==> src/rtl/cohrsp_pkg.sv <==
package cohrsp_pkg;
  localparam int FLIT_W   = 33;
  localparam int DEST_W   = 10;
  localparam int SRC_W    = 14;
  localparam int HI_W     = 2;
  localparam int LO_W     = FLIT_W - 1;
  localparam int LINE_W   = HI_W + LO_W;
  localparam int WAY_W    = 2;
  localparam int IDX_W    = 4;
  localparam int TYPE_W   = 2;

  localparam int EOP_POS  = FLIT_W - 1;
  localparam int BC_POS   = 0;
  localparam int TYPE_LSB = BC_POS + 1;
  localparam int WAY_LSB  = TYPE_LSB + TYPE_W;
  localparam int IDX_LSB  = TYPE_LSB + TYPE_W;
  localparam int HI_LSB   = WAY_LSB + WAY_W + 1;
  localparam int SRC_LSB  = HI_LSB + HI_W;
  localparam int DEST_LSB = SRC_LSB + SRC_W;

  typedef struct packed {
    logic              eop;
    logic              bc;
    logic              is_cln;
    logic              instr;
    logic [DEST_W-1:0] dest;
    logic [SRC_W-1:0]  src;
    logic [HI_W-1:0]   hi;
    logic [WAY_W-1:0]  way;
    logic [IDX_W-1:0]  idx;
    logic [LO_W-1:0]   lo;
  } hdr_t;

  typedef struct packed {
    logic [DEST_W-1:0] dest;
    logic [SRC_W-1:0]  src;
    logic [WAY_W-1:0]  way;
    logic              instr;
    logic [LINE_W-1:0] line;
  } cln_t;

  typedef struct packed {
    logic [DEST_W-1:0] dest;
    logic [SRC_W-1:0]  src;
    logic [IDX_W-1:0]  idx;
  } ack_t;

  typedef enum logic {S_HEAD, S_TAIL} rx_state_e;
endpackage

==> src/rtl/cohrsp_fields.sv <==
module cohrsp_fields
  import cohrsp_pkg::*;
(
  input  logic [FLIT_W-1:0] flit,
  output hdr_t              hdr
);
  always_comb begin
    hdr.eop    = flit[EOP_POS];
    hdr.bc     = flit[BC_POS];
    hdr.is_cln = flit[TYPE_LSB+1];
    hdr.instr  = flit[TYPE_LSB];
    hdr.dest   = flit[DEST_LSB +: DEST_W];
    hdr.src    = flit[SRC_LSB +: SRC_W];
    hdr.hi     = flit[HI_LSB +: HI_W];
    hdr.way    = flit[WAY_LSB +: WAY_W];
    hdr.idx    = flit[IDX_LSB +: IDX_W];
    hdr.lo     = flit[LO_W-1:0];
  end
endmodule

==> src/rtl/cohrsp_hold.sv <==
module cohrsp_hold #(
  parameter int W = 8
) (
  input  logic         clk,
  input  logic         rst,
  input  logic         load,
  input  logic [W-1:0] din,
  input  logic         ready,
  output logic         valid,
  output logic [W-1:0] dout
);
  always_ff @(posedge clk) begin
    if (rst)                valid <= 1'b0;
    else if (load)          valid <= 1'b1;
    else if (valid && ready) valid <= 1'b0;
  end

  always_ff @(posedge clk) begin
    if (load) dout <= din;
  end


  hold_stable_chk: assert property (@(posedge clk) disable iff (rst)
    valid && !ready |=> valid && $stable(dout));


  no_overwrite_chk: assert property (@(posedge clk) disable iff (rst)
    load |-> !valid);
endmodule

==> src/rtl/cohrsp_rx.sv <==
module cohrsp_rx
  import cohrsp_pkg::*;
(
  input  logic                    clk,
  input  logic                    rst,
  input  logic                    in_valid,
  output logic                    in_ready,
  input  logic [FLIT_W-1:0]       in_flit,
  output logic                    cln_valid,
  input  logic                    cln_ready,
  output logic [DEST_W-1:0]       cln_dest,
  output logic [SRC_W-1:0]        cln_src,
  output logic [WAY_W-1:0]        cln_way,
  output logic                    cln_instr,
  output logic [LINE_W-1:0]       cln_line,
  output logic                    ack_valid,
  input  logic                    ack_ready,
  output logic [DEST_W-1:0]       ack_dest,
  output logic [SRC_W-1:0]        ack_src,
  output logic [IDX_W-1:0]        ack_idx,
  output logic                    err_flag
);
  localparam int CLN_BITS = $bits(cln_t);
  localparam int ACK_BITS = $bits(ack_t);

  hdr_t      hdr;
  rx_state_e state;
  logic      accept, cln_load, ack_load, err_set, to_tail;
  logic [DEST_W-1:0] pend_dest;
  logic [SRC_W-1:0]  pend_src;
  logic [WAY_W-1:0]  pend_way;
  logic [HI_W-1:0]   pend_hi;
  logic              pend_instr;
  cln_t cln_d, cln_q;
  ack_t ack_d, ack_q;

  cohrsp_fields i_fields (.flit(in_flit), .hdr(hdr));

  assign in_ready = !cln_valid && !ack_valid;
  assign accept   = in_valid && in_ready;

  always_comb begin
    cln_load = 1'b0;
    ack_load = 1'b0;
    err_set  = 1'b0;
    to_tail  = 1'b0;
    if (accept) begin
      if (state == S_HEAD) begin
        if (hdr.bc || (hdr.is_cln == hdr.eop)) err_set = 1'b1;
        else if (hdr.is_cln)                   to_tail = 1'b1;
        else                                   ack_load = 1'b1;
      end else begin
        if (hdr.eop) cln_load = 1'b1;
        else         err_set  = 1'b1;
      end
    end
  end

  always_ff @(posedge clk) begin
    if (rst) begin
      state    <= S_HEAD;
      err_flag <= 1'b0;
    end else begin
      if (err_set) err_flag <= 1'b1;
      if (accept) state <= to_tail ? S_TAIL : S_HEAD;
    end
  end

  always_ff @(posedge clk) begin
    if (to_tail) begin
      pend_dest  <= hdr.dest;
      pend_src   <= hdr.src;
      pend_way   <= hdr.way;
      pend_hi    <= hdr.hi;
      pend_instr <= hdr.instr;
    end
  end

  always_comb begin
    cln_d.dest  = pend_dest;
    cln_d.src   = pend_src;
    cln_d.way   = pend_way;
    cln_d.instr = pend_instr;
    cln_d.line  = {pend_hi, hdr.lo};
    ack_d.dest  = hdr.dest;
    ack_d.src   = hdr.src;
    ack_d.idx   = hdr.idx;
  end

  cohrsp_hold #(.W(CLN_BITS)) i_cln_hold (
    .clk(clk), .rst(rst), .load(cln_load), .din(cln_d),
    .ready(cln_ready), .valid(cln_valid), .dout(cln_q)
  );

  cohrsp_hold #(.W(ACK_BITS)) i_ack_hold (
    .clk(clk), .rst(rst), .load(ack_load), .din(ack_d),
    .ready(ack_ready), .valid(ack_valid), .dout(ack_q)
  );

  assign cln_dest  = cln_q.dest;
  assign cln_src   = cln_q.src;
  assign cln_way   = cln_q.way;
  assign cln_instr = cln_q.instr;
  assign cln_line  = cln_q.line;
  assign ack_dest  = ack_q.dest;
  assign ack_src   = ack_q.src;
  assign ack_idx   = ack_q.idx;


  cln_after_tail_chk: assert property (@(posedge clk) disable iff (rst)
    $rose(cln_valid) |-> $past(state == S_TAIL && in_valid && in_flit[EOP_POS]));


  stall_when_full_chk: assert property (@(posedge clk) disable iff (rst)
    (cln_valid || ack_valid) |-> !in_ready);


  single_output_chk: assert property (@(posedge clk) disable iff (rst)
    $onehot0({cln_valid, ack_valid}));


  err_sticky_chk: assert property (@(posedge clk) disable iff (rst)
    err_flag |=> err_flag);


  bc_never_accepted_chk: assert property (@(posedge clk) disable iff (rst)
    $rose(ack_valid) |-> !$past(in_flit[BC_POS]));
endmodule

==> config.mk <==
export PLATFORM = sky130hd
export DESIGN_NAME = cohrsp_rx
export DESIGN_NICKNAME = d
export VERILOG_FILES = /design/src/rtl/cohrsp_pkg.sv /design/src/rtl/cohrsp_fields.sv /design/src/rtl/cohrsp_hold.sv /design/src/rtl/cohrsp_rx.sv
export SDC_FILE = /design/constraint.sdc
export NUM_CORES = 1
export LEC_CHECK = 0
export ABC_CLOCK_PERIOD_IN_PS = 5200
export BUFFER_PORTS_ARGS = -buffer_cell sky130_fd_sc_hd__clkbuf_2
export CORE_ASPECT_RATIO = 0.9
export CORE_MARGIN = 1.5
export CORE_UTILIZATION = 54
export DETAILED_ROUTE_END_ITERATION = 12
export HOLD_SLACK_MARGIN = 0.1
export PLACE_DENSITY_LB_ADDON = 0.2
export SLEW_MARGIN = 10
export SYNTH_ARGS = -nofsm -noshare
export SYNTH_HDL_FRONTEND = slang
export SYNTH_HIERARCHICAL = 1
export SYNTH_SLANG_ARGS = --single-unit
==> constraint.sdc <==
create_clock -name clk -period 5.2 [get_ports clk]
set_input_delay 0.26 -clock clk [delete_from_list [all_inputs] [get_ports clk]]
set_output_delay 0.26 -clock clk [all_outputs]
set_load 0.02 [all_outputs]
## After elaboration in Yosys (flattened, before gate mapping)

Cells that the tools add are included.

- Multiplexer cells: 20
- Reduce and logical (&&, ||, !) cells: 9
- Eq/ne operators: 1

Operators with widths:

| kind | number |
|---|---|
| $mux 1 | 20 |
| $logic_and 1x1->1 | 4 |
| $reduce_bool 2->1 | 2 |
| $logic_not 1->1 | 2 |
| $eq 1x1->1 | 1 |
| $logic_or 1x1->1 | 1 |

- Input bits: 38
- Bits in registers: 122
- Logic and storage cells: 41

## Depth between registers and ports, before layout

Gate-level depths: netlist (run 1).

- Depth after elaboration: 6
- Gate-level depth with buffers: 5
- Mapped depth without buffers: 5

## Hierarchy

The synthesis (run 1) kept the hierarchy.

Modules (own cells, without submodules):

| module | sequential area each (um2) | cells each | area an instance (um2) | times used |
|---|---|---|---|---|
| cohrsp_hold at i_cln_hold | 1851.8 | 65 | 1870.5 | 1 |
| cohrsp_rx | 910.9 | 45 | 1022.2 | 1 |
| cohrsp_hold at i_ack_hold | 860.8 | 32 | 879.6 | 1 |
| cohrsp_fields | 0.0 | 68 | 510.5 | 1 |

## Least setup slack after synthesis (run 1)

OpenSTA, ideal clock, no wires.

- Path kind: flip-flop to flip-flop
- From: register i_ack_hold.valid
- To: register i_ack_hold.dout[0], enable pin
- Arrival: 2360 ps
- Required time: 4768 ps
- Buffers on the path: 0
- Stages on the path, launching flop included: 4
- Period minus slack after synthesis: 2793 ps
- Path slack: 2407 ps
- Path through: dfxtp_1 > nor3b_4 > nand2_1 > nor4_2

- Longest elaborated chain between the ends: 4

Ends and longest elaborated chain:

| element | line | source |
|---|---|---|
| from (decl) | cohrsp_hold.sv:9 | `output logic valid,` |
| from (signal assigned) | cohrsp_hold.sv:13 | `if (rst) valid <= 1'b0;` |
| from (signal assigned) | cohrsp_hold.sv:14 | `else if (load) valid <= 1'b1;` |
| from (signal assigned) | cohrsp_hold.sv:15 | `else if (valid && ready) valid <= 1'b0;` |
| $logic_not 1->1 | cohrsp_rx.sv:39 | `assign in_ready = !cln_valid && !ack_valid;` |
| $logic_and 1x1->1 | cohrsp_rx.sv:39 |  |
| $logic_and 1x1->1 | cohrsp_rx.sv:40 | `assign accept = in_valid && in_ready;` |
| $mux 1 | cohrsp_rx.sv:47 | `if (accept) begin` |
| net ack_load | cohrsp_rx.sv:28 | `logic accept, cln_load, ack_load, err_set, to_tail;` |
| to (signal assigned) | cohrsp_hold.sv:19 | `if (load) dout <= din;` |
| to (decl) | cohrsp_hold.sv:10 | `output logic [W-1:0] dout` |

The timed path passes the listed nets, and every way through them passes these cells.
A chain may end at the register's enable or synchronous reset.

## Worst setup path after layout (run 1)

- From: register i_ack_hold.valid
- To: register i_cln_hold.valid

- Longest elaborated chain between the ends: 5

Ends and longest elaborated chain:

| element | line |
|---|---|
| $logic_not 1->1 (*) | cohrsp_rx.sv:39 |
| $logic_and 1x1->1 (*) | cohrsp_rx.sv:39 |
| $logic_and 1x1->1 (*) | cohrsp_rx.sv:40 |
| $mux 1 (*) | cohrsp_rx.sv:47 |
| net cln_load | cohrsp_rx.sv:28 |
| $mux 1 or $reduce_bool 2->1 (tied branches) | n/a |
| to (signal assigned) | cohrsp_hold.sv:13 |
| to (signal assigned) | cohrsp_hold.sv:14 |
| to (signal assigned) | cohrsp_hold.sv:15 |
| to (decl) | cohrsp_hold.sv:9 |

Mark *: on every way through the listed nets, which the timed path passes. The rest lies on a longest branch.

==> results.py, run 1 <==
metrics = {
    "status": {
        "status": "complete, no violations",
    },
    "yosys": {
        "yosysSeqAreaShare_pct": 84.6,
        "ys_top_cells_by_area": "edfxtp_1, buf_4, dfxtp_1, nor3b_4, a21oi_2",
        "synth.top_cell.area_share_pct": 82.7,
        "postSynthCellCount": 210,
        "synth_cell_types": 18,
        "ys_ff_latch": 122,
        "syn_nets": 248,
        "syn_avg_cell_area_um2": 20.4,
        "synth_warnings": 6,
        "synth_top_area_cell": "edfxtp_1",
        "syn_area_um2": 4280,
    },
    "worst_setup_path": {
        "start_kind": "flip-flop",
        "cp_max_fo": 30,
        "end_kind": "flip-flop",
        "required_ps": 5640,
        "startpoint": "i_ack_hold/valid",
        "crit_end": "i_cln_hold/valid",
        "r2r_slack_ps": 2930,
        "reg2reg_depth": 5,
        "cp.arrival_ps": 2700,
        "critPathKind": "flip-flop to flip-flop",
        "r2r_start": "i_ack_hold/valid",
        "rr_endpoint": "i_cln_hold/valid",
    },
    "worst_hold_path": {
        "holdPathStages": 4,
        "holdCritPathClass": "primary input to flip-flop",
        "hold_path_startpoint": "in_flit[32]",
    },
    "routing": {
        "drc": 0,
        "routed_wl_um": 6730,
        "vias": 2016,
        "avgViaCountPerCell": 4.61,
        "wire_per_inst_um": 15.4,
        "drt_iter0_markers": 78,
        "firstDrtPassIters": 5,
        "ant_nets": 0,
    },
    "placement": {
        "port_buffers": 130,
        "dp.cells": 370,
        "place.gp.congestion": 0.642,
        "pre_cts_slack_ps": 2920,
        "hpwl_um": 4080,
    },
    "power": {
        "cellLeakagePower_nw": 2.13,
        "ir_drop_uv": 321,
        "power_density_nw_per_um2": 432,
    },
    "flow_run": {
        "drv_cap": 0,
    },
    "clocking": {
        "numClockSinks": 122,
        "clkTransAtPathRegs_ps": 60,
        "cts_root_buf": "clkbuf_8",
        "numCtsBuffers": 17,
        "post_cts_buffers": 0,
        "clk_latency_ps": 490,
        "clockBufferDepth": 2,
        "cts_tree": "done",
        "h-tree-depth": 4,
    },
    "sta": {
        "period_minus_slack_ps": 2270,
        "setup_ws_ps": 2930,
        "setup_viol": 0,
        "fmax_ghz": 0.441,
        "tightest_slew_ps": 732,
        "slew_headroom_pct": 51.2,
        "finClkSkew_ps": 5.36,
        "drv_slew": 0,
        "period_share_pct": 43.6,
        "whs_ps": 187,
        "final_hold_viol_count": 0,
        "rsz0062_at_grt": "false",
        "fin_tns_setup_ps": 0,
    },
    "layout": {
        "diodes": 0,
        "fin_cells": 437,
        "drive_above_1_share_pct": 50.1,
        "nNetsFinal": 366,
        "area_growth_pct": 29.7,
    },
    "global_route": {
        "grt_pass1_vias": 2048,
        "antenna_found_initial": 0,
        "grt_max_degree": 34,
        "grt_usage_pct": 16.2,
        "overflow": 0,
        "grt_pass1_wl_um": 9980,
    },
    "die": {
        "core_um2": 7620,
        "fp.dieH_um": 87.5,
        "start_util_pct": 56.2,
        "design.portCount": 131,
        "die_x_um": 96.9,
        "die_area_um2": 8480,
        "rows": 30,
    },
}
[area by class of cell]
type                    instances  area, um^2
multi-input cells              18         150
clock buffers                  17         414
clock inverters                15         223
inverters                       2        7.51
repair buffers                167        1020
well taps                      96         120
fillers                       480        2070
flip-flops and latches        122        3620
[cells in the final DEF, fill, tap and decap left out]
master | Yosys | layout
clkbuf_2 | 0 | 130
edfxtp_1 | 118 | 118
dlygate4sd3_1 | 0 | 35
clkbuf_16 | 0 | 16
clkinvlp_4 | 0 | 6
bufinv_16 | 0 | 5
dfxtp_1 | 4 | 4
nand2_1 | 2 | 2
nor2_1 | 2 | 2
clkinv_2 | 0 | 2
inv_1 | 2 | 2
nand2b_1 | 2 | 2
a21oi_2 | 2 | 2
buf_4 | 68 | 2
nor3b_4 | 1 | 1
nor4b_2 | 1 | 1
and2_2 | 1 | 1
nor4_4 | 0 | 1
and3_2 | 1 | 1
xnor2_1 | 1 | 1
nor4_1 | 1 | 1
a21oi_1 | 1 | 1
nor3_1 | 1 | 1
mux2i_1 | 1 | 1
clkbuf_8 | 0 | 1
clkinv_4 | 0 | 1
inv_6 | 0 | 1
[routing by layer]
| metal | up-vias | global-route usage (%) | wire length (um) |
|---|---|---|---|
| met4 | 0 | 6.72 | 48 |
| met3 | 4 | 8.11 | 573 |
| met5 | - | 0 | 0 |
| met2 | 99 | 25.6 | 3330 |
| li1 | 948 | - | - |
| met1 | 965 | 19.1 | 2780 |
[cells in the mapped netlist]
| master | number |
|---|---|
| inv_1 | 2 |
| nand2_1 | 2 |
| nor2_1 | 2 |
| buf_4 | 68 |
| and2_2 | 1 |
| nand2b_1 | 2 |
| nor4_2 | 1 |
| a21oi_2 | 2 |
| nor3b_4 | 1 |
| nor3_1 | 1 |
| nor4b_2 | 1 |
| xnor2_1 | 1 |
| and3_2 | 1 |
| nor4_1 | 1 |
| mux2i_1 | 1 |
| edfxtp_1 | 118 |
| dfxtp_1 | 4 |
| a21oi_1 | 1 |
[flip-flops by register name, summed over array words and instances, names as in the netlist]
name	count
err_flag	1
i_ack_hold/valid	1
state	1
pend_instr	1
pend_src	14
pend_dest	10
i_cln_hold/valid	1
pend_way	2
i_cln_hold/dout	61
pend_hi	2
i_ack_hold/dout	28
[power by group]
| group | switching (mW) | internal, mW |
|---|---|---|
| clock network | 0.408 | 0.826 |
| registers | 0.00399 | 1.09 |
| logic | 0.0357 | 0.0349 |
[timing repair]
item / in CTS / in global routing
hold buffers: 35 / 0
hold endpoints to repair: 93 / 0
gates resized for setup: 0 / 0
[logic make-up (layout without fill, tap and decap cells)]
group,Yosys count,count (layout),share of synthesized area [%]
compound gates,3,3,0.526
xor+xnor,1,1,0.205
buf+inv,70,201,12.1
flops,122,122,84.6
mux,1,1,0.234
simple gates,13,13,2.34
[critical path, cell delays in order (launching register included)]
cell and delay (ps):
dfxtp_1 360, nor3b_4 290, and3_2 710, inv_1 150, a21oi_2 150, dlygate4sd3_1 540
[through the flow]
step,power [mW],utilization (%),area (um^2)
3_3_place_gp,1.16,59.9,4570
3_5_place_dp,1.16,59.9,4570
4_1_cts,2.42,72.9,5550
2_1_floorplan,1.17,-,4280
5_1_grt,2.47,72.9,5550
6_report,2.40,72.9,5550
[worst min path at each step]
| stage | to | slack, ps |
|---|---|---|
| floorplan | i_ack_hold/valid | 320 |
| global placement | i_cln_hold/dout[32] | 400 |
| finish | err_flag | 190 |
| detailed placement | i_cln_hold/dout[32] | 400 |
| global route | err_flag | 190 |
| CTS | err_flag | 160 |
Power figures use the tool's default switching activity.
==> inputs of run 2 (changes only) <==
ABC_AREA = 1   (was not set)
ABC_CLOCK_PERIOD_IN_PS = 2100   (was 5200)
CORE_UTILIZATION = 50   (was 54)
clock period = 2.1 ns   (was 5.2 ns; I/O delays follow)
==> results.py, run 2 <==
metrics = {
    "status": {
        "status": "complete, no violations",
    },
    "yosys": {
        "synth-main-ff-cell": "edfxtp_1",
        "synth.top_cell.area_share_pct": 82.4,
        "synth_cell_types": 15,
        "ys_ff_latch": 122,
        "synth.most_common_cell": "edfxtp_1",
        "syn_avg_cell_area_um2": 19.5,
        "synth_top_area_cell": "edfxtp_1",
        "postSynth.asyncResetShare_pct": 0,
        "synth_commonest_cells": "edfxtp_1, buf_4, inv_1",
        "synth_edf_count": 118,
        "syn_nets": 258,
        "ys_top_cells_by_area": "edfxtp_1, buf_4, dfxtp_1, inv_1, nor2_4",
        "synth_warnings": 6,
        "syn_area_um2": 4300,
        "postSynthCellCount": 220,
        "yosysSeqAreaShare_pct": 84.3,
    },
    "routing": {
        "vias": 2071,
        "routed_wl_um": 7030,
        "ant_nets": 0,
        "drt_iter0_markers": 63,
        "avgViaCountPerCell": 4.41,
        "drc": 0,
        "wire_per_inst_um": 15.0,
        "firstDrtPassIters": 5,
    },
    "worst_setup_path": {
        "cp.arrival_ps": 2260,
        "rr_endpoint": "i_ack_hold/valid",
        "crit_end": "i_ack_hold/valid",
        "startpoint": "i_ack_hold/valid",
        "end_kind": "flip-flop",
        "reg2reg_depth": 7,
        "start_kind": "flip-flop",
        "cp_max_fo": 12,
        "r2r_start": "i_ack_hold/valid",
        "r2r_slack_ps": 270,
        "required_ps": 2530,
        "critPathKind": "flip-flop to flip-flop",
    },
    "clocking": {
        "clkTransAtPathRegs_ps": 60,
        "numClockSinks": 122,
        "numCtsBuffers": 17,
        "clk_latency_ps": 490,
        "cts_root_buf": "clkbuf_8",
        "clockBufferDepth": 2,
        "post_cts_buffers": 0,
        "cts_tree": "done",
        "h-tree-depth": 4,
    },
    "layout": {
        "layout.cells.most_common_list": "clkbuf_2, edfxtp_1, dlygate4sd3_1",
        "largest_register_ffs": 61,
        "drive_above_1_share_pct": 49.9,
        "finalInstanceArea_um2": 5580,
        "nNetsFinal": 381,
        "regMostFlops": "i_cln_hold/dout",
        "fin_cells": 470,
        "layout_commonest_cell": "clkbuf_2",
        "area_growth_pct": 29.7,
        "diodes": 0,
        "top_regs": "i_cln_hold/dout: 61 flops, i_ack_hold/dout: 28 flops, pend_src: 14 flops",
    },
    "sta": {
        "period_minus_slack_ps": 1830,
        "drv_slew": 0,
        "period_share_pct": 87.1,
        "fin_tns_setup_ps": 0,
        "setup_viol": 0,
        "slew_headroom_pct": 70.3,
        "final_hold_viol_count": 0,
        "finClkSkew_ps": 6.43,
        "rsz0062_at_grt": "false",
        "tightest_slew_ps": 444,
        "fmax_ghz": 0.547,
    },
    "placement": {
        "port_buffers": 130,
        "dp.cells": 402,
        "place.gp.congestion": 0.674,
        "placed_area_um2": 4660,
        "hpwl_um": 4210,
    },
    "power": {
        "cellLeakagePower_nw": 2.17,
        "power_density_nw_per_um2": 992,
        "ir_drop_uv": 666,
        "p_total_mw": 5.54,
    },
    "global_route": {
        "overflow": 0,
        "grt_pass1_vias": 2114,
        "grt_max_degree": 32,
        "grt_pass1_wl_um": 10700,
        "antenna_found_initial": 0,
        "grt_usage_pct": 16.3,
    },
    "die": {
        "design.portCount": 131,
        "fp.dieH_um": 91.0,
        "start_util_pct": 52.5,
        "rows": 31,
        "die_area_um2": 9170,
        "die_x_um": 101,
        "core_um2": 8180,
    },
    "worst_hold_path": {
        "holdCritPathClass": "primary input to flip-flop",
        "holdPathStages": 2,
    },
    "flow_run": {
        "drv_cap": 0,
    },
}
==> run 2: cell types whose count changed after synthesis, sizes merged, moves of 2 or more <==
cell	change
inv	+6
nand2	+5
nand2b	-2
nand3	+3
nor2	+6
nor4	-2
==> run 2: timing repair <==
action,CTS,global route
hold buffers,37,0
setup endpoints to repair,0,0
resized for setup,0,0
endpoints found under the hold margin,93,0
==> run 2: kinds of logic after synthesis <==
| group | synth area share, % |
|---|---|
| buffers and inverters | 12.6 |
| AND/OR/NAND/NOR | 2.47 |
| flip-flops | 84.3 |
| AO/OA/AOI/OAI | 0.698 |
==> run 2: per-stage QoR <==
| step | worst slack [ps] | util, % | hold slack [ps] |
|---|---|---|---|
| 3_5_place_dp | 490 | 57.0 | 298 |
| 5_1_grt | 149 | 68.2 | 322 |
| 4_1_cts | 298 | 68.2 | 304 |
| 3_3_place_gp | 573 | 57.0 | 298 |
| 6_report | 271 | 68.2 | 346 |
| 2_1_floorplan | 12.5 | - | 167 |
==> run 2: metal layers <==
layer | wire length, um | global-route usage, % | up-vias
met3 | 535 | 7.24 | 5
met5 | 0 | 0 | -
met4 | 44 | 6.34 | 0
met1 | 2870 | 18.4 | 997
li1 | - | - | 974
met2 | 3580 | 27.0 | 95
==> run 2: layout make-up <==
cell class | count | area [um^2]
tap | 115 | 144
timing repair buffer | 172 | 1080
fill | 563 | 2610
sequential | 122 | 3620
multi-input combinational | 22 | 151
clock inverter | 13 | 129
inverter | 8 | 30.0
clock buffer | 18 | 418
==> run 2: power by group <==
part | internal [mW] | switching [mW] | leakage, nW | total, mW
logic | 0.0909 | 0.100 | 0.810 | 0.191
clock network | 1.67 | 0.967 | 0.264 | 2.63
registers | 2.70 | 0.00889 | 1.10 | 2.71
total | 4.46 | 1.08 | 2.17 | 5.54
==> run 2: worst min path at each step <==
stage	slack, ps	endpoint	from
floorplan	170	i_ack_hold/valid	rst
global placement	300	i_cln_hold/dout[5]	in_flit[5]
detailed placement	300	i_cln_hold/dout[5]	in_flit[5]
CTS	300	i_cln_hold/dout[5]	in_flit[5]
global route	320	i_cln_hold/dout[5]	in_flit[5]
finish	350	i_cln_hold/dout[5]	in_flit[5]
==> run 2: worst max-delay path, cell delays in order (launching register included) <==
cell and delay (ps):
dfxtp_1 340, nor2_4 170, nand2_2 120, nor2_4 120
buf_4 230, inv_1 90, a21oi_2 140, dlygate4sd3_1 570
==> inputs of run 3 (changes only) <==
CORE_UTILIZATION = 46   (was 50)
==> results.py, run 3 (same netlist as run 2, synthesis figures left out) <==
metrics = {
    "status": {
        "status": "complete, no violations",
    },
    "global_route": {
        "overflow": 0,
        "grt_max_degree": 41,
        "grt_pass1_vias": 2092,
        "grt_pass1_wl_um": 10100,
        "grt_usage_pct": 14.3,
        "antenna_found_initial": 0,
    },
    "layout": {
        "regMostFlops": "i_cln_hold/dout",
        "regArea_um2": 3620,
        "nFillCells": 678,
        "top_regs": "i_cln_hold/dout: 61 flops, i_ack_hold/dout: 28 flops, pend_src: 14 flops",
        "diodes": 0,
        "nNetsFinal": 381,
        "layout.cells.most_common_list": "clkbuf_2, edfxtp_1, dlygate4sd3_1",
        "largest_register_ffs": 61,
        "drive_above_1_share_pct": 49.4,
        "multi_input_area_um2": 151,
        "fin_cells": 478,
        "area_growth_pct": 31.4,
        "layout_commonest_cell": "clkbuf_2",
    },
    "sta": {
        "whs_ps": 120,
        "period_share_pct": 88.4,
        "period_minus_slack_ps": 1860,
        "drv_slew": 0,
        "final_hold_viol_count": 0,
        "slew_headroom_pct": 65.3,
        "setup_viol": 0,
        "rsz0062_at_grt": "false",
        "fmax_ghz": 0.539,
        "finClkSkew_ps": 6.63,
        "fin_tns_setup_ps": 0,
        "tightest_slew_ps": 520,
    },
    "die": {
        "start_util_pct": 47.3,
        "die_area_um2": 9940,
        "rows": 33,
        "die_x_um": 105,
        "design.portCount": 131,
        "core_um2": 9080,
        "fp.dieH_um": 94.7,
    },
    "routing": {
        "vias": 2057,
        "ant_nets": 0,
        "wire_per_inst_um": 14.1,
        "routed_wl_um": 6760,
        "avgViaCountPerCell": 4.30,
        "firstDrtPassIters": 4,
        "drt_iter0_markers": 67,
        "drc": 0,
    },
    "worst_setup_path": {
        "rr_endpoint": "i_cln_hold/valid",
        "end_kind": "flip-flop",
        "start_kind": "flip-flop",
        "critPathKind": "flip-flop to flip-flop",
        "cp_max_fo": 22,
        "cp.arrival_ps": 2290,
        "critical_path.top_delay_family": "buffers and inverters",
        "path_cells": "nor2_4 -> nand2_2 -> nor2_4 -> buf_4 -> inv_1 -> a21oi_2 -> dlygate4sd3_1",
        "reg2reg_depth": 7,
        "cp_common_cell": "nor2_4",
        "cp_slowest_stage_delay_ps": 540,
        "crit_cells": 7,
        "crit_buf_inv": 3,
        "r2r_slack_ps": 240,
        "required_ps": 2540,
        "crit_end": "i_cln_hold/valid",
        "r2r_start": "i_ack_hold/valid",
        "slowest_stage": "dlygate4sd3_1",
        "startpoint": "i_ack_hold/valid",
    },
    "clocking": {
        "cts_root_buf": "clkbuf_8",
        "cts-resized-gates": 0,
        "numClockSinks": 122,
        "cts_tree": "done",
        "clkTransAtPathRegs_ps": 50,
        "clockBufferDepth": 2,
        "numCtsBuffers": 17,
        "h-tree-depth": 4,
        "clk_latency_ps": 490,
    },
    "power": {
        "ir_drop_uv": 574,
        "power_density_nw_per_um2": 1040,
        "p_total_mw": 5.89,
        "p_sw_mw": 1.06,
        "combPwrFrac_pct": 3.2,
        "p_clk_share_pct": 50.7,
        "pwr-share-seq_pct": 46.1,
        "power.internal_mw": 4.83,
        "p_sw_share_pct": 18.0,
        "cellLeakagePower_nw": 2.20,
    },
    "placement": {
        "port_buffers": 130,
        "dp.cells": 409,
        "place.gp.congestion": 0.720,
        "hpwl_um": 4190,
    },
    "flow_run": {
        "drv_cap": 0,
    },
    "worst_hold_path": {
        "holdCritPathClass": "primary input to flip-flop",
    },
}
==> run 3: cell count changes in the layout (fill, tap and decap cells not counted) <==
cell	delta
buf_12	-1
buf_4	+1
bufinv_16	+3
clkbuf_1	+1
clkinv_1	+1
clkinv_2	-3
clkinv_4	-1
==> run 3: power by group through the flow <==
stage / combinational, mW / sequential [mW] / clock, mW
6_report: 0.189 / 2.71 / 2.99
3_3_place_gp: 0.136 / 2.76 / 0
2_1_floorplan: 0.123 / 2.78 / 0
5_1_grt: 0.207 / 2.71 / 3.15
4_1_cts: 0.192 / 2.71 / 3.05
3_5_place_dp: 0.140 / 2.76 / 0
==> run 3: worst min path at each step <==
stage                startpoint                 end  slack, ps  depth (start not counted)
floorplan                   rst    i_ack_hold/valid        170                          1
global placement     in_flit[5]  i_cln_hold/dout[5]        300                          1
detailed placement   in_flit[1]  i_cln_hold/dout[1]        310                          1
CTS                 in_flit[32]            err_flag        110                          6
global route        in_flit[32]            err_flag        150                          5
finish              in_flit[32]            err_flag        120                          6
==> run 3: tightest hold or removal path, cell delays in order <==
cell and delay [ps]:
clkbuf_2 120, inv_2 40, nand2_2 50, nand3_2 80, nand2_1 100, a21oi_1 60
==> run 3: cell type report <==
| type | instances | area share [%] |
|---|---|---|
| flip-flops and latches | 122 | 64.1 |
| clock buffers | 19 | 7.46 |
| well taps | 122 | 2.70 |
| clock inverters | 13 | 3.52 |
| repair buffers | 172 | 19.0 |
| multi-input cells | 22 | 2.68 |
| inverters | 8 | 0.532 |
==> run 3: timing repair <==
| action | CTS | global route |
|---|---|---|
| endpoints found under the hold margin | 102 | 0 |
| hold buffers | 37 | 0 |
| setup buffers | 0 | 0 |
==> run 3: metal layers <==
metal,global-route usage (%),vias up,share of wire (%)
li1,-,973,-
met1,16.9,984,43
met2,22.4,92,49
met3,6.28,8,7.2
met4,7.19,0,1.2
met5,0,-,0
==> run 3: per-stage QoR <==
stage / cell area [um^2] / utilization [%] / worst slack [ps]
finish: 5650 / 62.2 / 244
global route: 5650 / 62.2 / 91.3
CTS: 5650 / 62.2 / 233
detailed placement: 4660 / 51.3 / 549
global placement: 4660 / 51.3 / 589
floorplan: 4310 / - / 12.5
